`config.mk`:
```
export PLATFORM = sky130hd
export DESIGN_NAME = scl_timing_gen
export DESIGN_NICKNAME = d
export VERILOG_FILES = /design/src/rtl/scl_timing_gen.sv
export SDC_FILE = /design/constraint.sdc
export NUM_CORES = 1
export LEC_CHECK = 0
export BUFFER_PORTS_ARGS = -buffer_cell sky130_fd_sc_hd__buf_4
export CAP_MARGIN = 20
export CORE_ASPECT_RATIO = 0.9
export CORE_MARGIN = 4
export CORE_UTILIZATION = 50
export DETAILED_ROUTE_END_ITERATION = 8
export PLACE_DENSITY = 0.88
export SLEW_MARGIN = 20
export SYNTH_ARGS = -nofsm -noshare
export SYNTH_HDL_FRONTEND = slang
export SYNTH_SLANG_ARGS = --single-unit
```
`constraint.sdc`:
```
create_clock -name clk -period 3.5 [get_ports clk]
set_input_delay 0.7 -clock clk [delete_from_list [all_inputs] [get_ports clk]]
set_output_delay 0.7 -clock clk [all_outputs]
set_load 0.01 [all_outputs]
```
`src/rtl/scl_timing_gen.sv`:
```
module scl_timing_gen #(
  parameter int PSC_W = 8,
  parameter int CFG_W = 8
) (
  input  logic               clk,
  input  logic               rst_n,
  input  logic               en,
  input  logic               hs_mode,
  input  logic               hs_go,
  input  logic               start_set,
  input  logic               stop_set,
  input  logic [PSC_W-1:0]   presc,
  input  logic [2*CFG_W-1:0] lo_cfg,
  input  logic [2*CFG_W-1:0] hi_cfg,
  input  logic               scl_in,
  output logic               scl_oe,
  output logic               sda_own,
  output logic               sda_low,
  output logic               chg_stb,
  output logic               smp_stb,
  output logic               start_busy,
  output logic               stop_busy,
  output logic               hs_on
);

  localparam int DW = CFG_W + 1;
  localparam logic [DW-1:0] LO_ADD = DW'(7);
  localparam logic [DW-1:0] HI_ADD = DW'(5);

  typedef enum logic [2:0] {IDLE, ST_SU, ST_HD, LOW, HIGH, SP_LO, SP_SU, SP_BUF} st_t;

  st_t st, st_nx;
  logic [PSC_W-1:0] pre_cnt;
  logic [DW-1:0]    cnt;
  logic             s1, s2;
  logic             hs_pend;

  wire [CFG_W-1:0] lo_sel = hs_on ? lo_cfg[2*CFG_W-1:CFG_W] : lo_cfg[CFG_W-1:0];
  wire [CFG_W-1:0] hi_sel = hs_on ? hi_cfg[2*CFG_W-1:CFG_W] : hi_cfg[CFG_W-1:0];
  wire [DW-1:0]    lo_dur = {1'b0, lo_sel} + LO_ADD;
  wire [DW-1:0]    hi_dur = {1'b0, hi_sel} + HI_ADD;

  wire released = st inside {ST_SU, ST_HD, HIGH, SP_SU, SP_BUF};
  wire low_ph   = (st == LOW) || (st == SP_LO);
  wire [DW-1:0] dur = low_ph ? lo_dur : hi_dur;

  wire pre_tick = (pre_cnt == presc);
  wire tick     = hs_on | pre_tick;
  wire adv      = (st != IDLE) && tick && (!released || s2);
  wire done     = adv && (cnt == dur - DW'(1));
  wire mid      = adv && (cnt == (dur >> 1));

  always_comb begin
    st_nx = st;
    case (st)
      IDLE:   if (start_busy) st_nx = ST_SU;
      ST_SU:  if (done) st_nx = ST_HD;
      ST_HD:  if (done) st_nx = LOW;
      LOW:    if (done) st_nx = start_busy ? ST_SU : (stop_busy ? SP_LO : HIGH);
      HIGH:   if (done) st_nx = LOW;
      SP_LO:  if (done) st_nx = SP_SU;
      SP_SU:  if (done) st_nx = SP_BUF;
      SP_BUF: if (done) st_nx = IDLE;
      default: st_nx = IDLE;
    endcase
  end

  always_ff @(posedge clk or negedge rst_n) begin
    if (!rst_n) begin
      s1 <= 1'b1;
      s2 <= 1'b1;
    end else begin
      s1 <= scl_in;
      s2 <= s1;
    end
  end

  always_ff @(posedge clk or negedge rst_n) begin
    if (!rst_n) begin
      st         <= IDLE;
      pre_cnt    <= '0;
      cnt        <= '0;
      start_busy <= 1'b0;
      stop_busy  <= 1'b0;
      hs_on      <= 1'b0;
      hs_pend    <= 1'b0;
    end else if (!en) begin
      st         <= IDLE;
      pre_cnt    <= '0;
      cnt        <= '0;
      start_busy <= 1'b0;
      stop_busy  <= 1'b0;
      hs_on      <= 1'b0;
      hs_pend    <= 1'b0;
    end else begin
      st <= st_nx;

      if (st == IDLE || pre_tick) pre_cnt <= '0;
      else                        pre_cnt <= pre_cnt + PSC_W'(1);

      if (st == IDLE || done) cnt <= '0;
      else if (adv)           cnt <= cnt + DW'(1);

      if (st_nx == IDLE) begin
        hs_on   <= 1'b0;
        hs_pend <= 1'b0;
      end else if (done) begin
        hs_on   <= hs_on | hs_pend;
        hs_pend <= hs_go & hs_mode;
      end else if (hs_go && hs_mode) begin
        hs_pend <= 1'b1;
      end

      if (start_set)                 start_busy <= 1'b1;
      else if (st == ST_HD && done)  start_busy <= 1'b0;

      if (stop_set)                                        stop_busy <= 1'b1;
      else if ((st == SP_SU && done) ||
               (st == IDLE && !start_busy))                stop_busy <= 1'b0;
    end
  end

  assign scl_oe  = low_ph;
  assign sda_own = st inside {ST_SU, ST_HD, SP_LO, SP_SU, SP_BUF};
  assign sda_low = st inside {ST_HD, SP_LO, SP_SU};
  assign chg_stb = (st == LOW) && mid;
  assign smp_stb = (st == HIGH) && mid;


  disabled_release_chk: assert property (@(posedge clk) disable iff (!rst_n)
    !en |=> (!scl_oe && !sda_own && !start_busy && !stop_busy));


  start_before_stop_chk: assert property (@(posedge clk) disable iff (!rst_n)
    $rose(st == SP_LO) |-> !$past(start_busy));


  start_clear_chk: assert property (@(posedge clk) disable iff (!rst_n)
    ($fell(start_busy) && $past(en)) |-> scl_oe);


  stretch_hold_chk: assert property (@(posedge clk) disable iff (!rst_n)
    (en && released && !s2) |=> $stable(cnt));


  hs_boundary_chk: assert property (@(posedge clk) disable iff (!rst_n)
    $rose(hs_on) |-> $past(done));

endmodule

```
==> run summary <==
Sequential area share after synthesis -> 23.3%
RSZ-0062 raised after global routing -> yes
Share of cells above drive strength 1 -> 35.4%
Number of global-route vias before repair -> 2807
NumNets Final -> 466
Total global routing overflow -> 0
Top FF cell, synth -> dfrtp_1
Clk buf depth -> 2
Final Hold Viols -> 0
Crit path largest cell delay -> 440 ps
Area grow syn2layout -> 34.3%
Number of library cell types mapped by synthesis -> 65
Wire length per cell -> 17.5 µm
Antenna fix cells -> 0
Ys Warns -> 0
Drt total wl -> 8370 µm
Ranking of synthesized cells by area -> dfrtp_1, xnor2_1, xor2_1
Critical Path AT -> 3060 ps
First-pass GRT wire length -> 12600 µm
Initial DRT Pass Iterations -> 5
Clk_lat worst skew -> 270 ps
Drt first-iter violations -> 271
Finished Cell Area -> 3760 µm²
Routability congestion estimate -> 0.935
Critical path buffer and inverter count -> 2
GRT Overall Usage -> 22.5%
Area leader, netlist -> dfrtp_1
CTS HTree Levels -> 1
Final hold slack -> 322 ps
Cell Area, Synth -> 2800 µm²
CTS tree -> done
Post-Synthesis Cells -> 340
Post-synth top area share -> 21.4%
Reg power frac -> 38.3%
Clk_skew -> 1.89 ps
Post-DP HPWL -> 5790 µm
DIE WIDTH -> 86.9 µm
Worst-path clk slew -> 90 ps
CTS Root Cell -> clkbuf_8
Crit share post-route -> 107%
Comb pwr share -> 31.4%
Total CTS buffers -> 3
Critical Path Sink Type -> output port
Flops & latches, synth -> 26
Min Tclk post-route -> 3760 ps
Core area -> 5350 µm²
Row count -> 25
Failing checks -> negative setup slack
DR vias/cell -> 6.19
Leak -> 1.53 nW
Max-slew violations -> 0
Cell Int Power -> 0.581 mW
Fmax -> 266 MHz
Routed vias -> 2967
DRC Markers -> 0
Switch Pwr -> 0.230 mW
Ys async rst share -> 100%
Pwr Density -> 216 nW/µm²
DRT antenna net count -> 0
Worst-margin pin slew -> 763 ps
Syn_area_per_cell -> 8.24 µm²
Clk pwr share -> 30.3%
Required @ worst endpoint -> 2800 ps
VDD IR max -> 0.263 mV
Final Setup Violations -> 10
Family with the most delay on the worst path -> simple AND/OR/NAND/NOR gates
Sw Share -> 28.3%
Largest net degree at the start of global routing -> 27
Hold Path Class -> in2async
Most frequent cells in the layout -> buf_4, nand2_1, xnor2_1
Initial antenna violation count -> 0
CTS Sinks -> 26
Number of synthesized flops with an enable pin -> 0
Critical path startpoint category -> flop
Worst setup path class -> reg2out
Post-Syn Nets -> 393
Die ar. -> 6870 µm²
CP Max Fanout -> 3
Fin worst setup slack -> -259 ps
Initial Util -> 52.4%
Fin util -> 70.4%
Relative max-transition margin -> 48.7%
CP cell instances -> buf_6 -> mux2i_2 -> ha_2 -> nor2b_4 -> or3_4 -> a32oi_2 -> nand3_2 -> xnor2_1 -> nor4_1 -> nand3_1 -> nor3_2 -> buf_4
Commonest non-fill, non-tap cell in the layout -> buf_4
I/O pins -> 56
CP max-delay cell -> dfrtp_2
Cell Area, Placed -> 3390 µm²
Max-cap violations -> 0
Port Buffers -> 55
Status -> complete, but fails checks
Vert. Die Dim -> 79.0 µm
## final timing paths
kind / from / end / slack [ps] / cells after the start
min in group clk: s1 / s2 / 360 / 0
worst min-delay path: rst_n / pre_cnt[4] / 320 / 1
max in group asynchronous: rst_n / s1 / 2870 / 1
worst max-delay path: hs_on / chg_stb / -260 / 12
worst max register to register: hs_on / st[0] / -120 / 15
worst min register to register: s1 / s2 / 360 / 0
## synthesized netlist by cell type, types with 3 or more instances
cell	number
clkbuf_1	6
nand3_1	24
mux2i_1	17
nor3b_2	3
buf_4	4
xor2_1	21
ha_1	5
nand4_1	12
nor2_1	25
o21ai_0	17
and3_1	5
xnor2_1	25
o31ai_1	4
buf_6	3
or4_1	4
dfrtp_1	24
nor2b_1	3
or3_1	5
a21oi_1	20
nor3_1	7
nor4_1	4
o21ai_1	3
inv_1	10
a211oi_1	8
nand2_1	25
## power by group through the flow
stage,logic (mW),registers (mW),clock network (mW)
2_1_floorplan,0.115,0.316,0
3_3_place_gp,0.214,0.316,0
3_5_place_dp,0.221,0.316,0
4_1_cts,0.234,0.310,0.251
5_1_grt,0.274,0.311,0.265
6_report,0.255,0.310,0.246
## metrics by stage
step	setup TNS, ps	total power [mW]	std cells	worst slack (ps)
floorplan	0	0.430	340	80.4
global placement	-127	0.530	468	-95.8
detailed placement	-546	0.537	468	-113
CTS	-111	0.796	477	-102
global route	-2770	0.850	479	-303
finish	-895	0.811	479	-259
## final cells by class
type | count | area (µm²)
multi-input cells | 285 | 2220
well taps | 67 | 83.8
fillers | 400 | 1590
clock inverters | 1 | 30.0
flip-flops and latches | 26 | 654
inverters | 12 | 46.3
repair buffers | 85 | 687
clock buffers | 3 | 41.3
## cells by family (layout without fill, tap and decap cells)
| group | Yosys count | count (layout) | share of synthesized area [%] |
|---|---|---|---|
| flops | 26 | 26 | 23.3 |
| fa+ha+maj | 5 | 5 | 2.23 |
| xor+xnor | 48 | 48 | 16.2 |
| simple gates | 130 | 130 | 25.4 |
| compound gates | 81 | 81 | 19.6 |
| buf+inv | 29 | 101 | 5.36 |
| mux | 21 | 21 | 7.86 |
## what timing repair did
action                                  in CTS  in global routing
gates resized for setup                     13                 40
buffers inserted                             5                  1
gates cloned                                 0                  1
hold buffers                                 0                  0
pin swaps                                   10                 28
endpoints found under the setup margin       2                 16
## worst register-to-register path, delay by kind of cell (launching register included)
family,cells,cell delay [ps]
adders and majority gates,1,170
muxes,3,620
xor gates and xnor gates,1,230
DFF,1,440
AOI/OAI and AO/OA,6,1520
buffers and inverters,3,440
and+or+nand+nor,1,50
## metal layers
| layer | track usage (%) | part of all wire [%] |
|---|---|---|
| met5 | 0 | 0 |
| met4 | 6.39 | 2.7 |
| met3 | 4.25 | 8.0 |
| met2 | 37.5 | 49 |
| met1 | 29.6 | 40 |
## sequential cells by signal (all words and copies together), names as in the netlist
register	flops
hs_on	1
pre_cnt	8
s2	1
start_busy	1
hs_pend	1
cnt	9
stop_busy	1
s1	1
st	3
No activity file was read; power rests on OpenSTA's default activity.
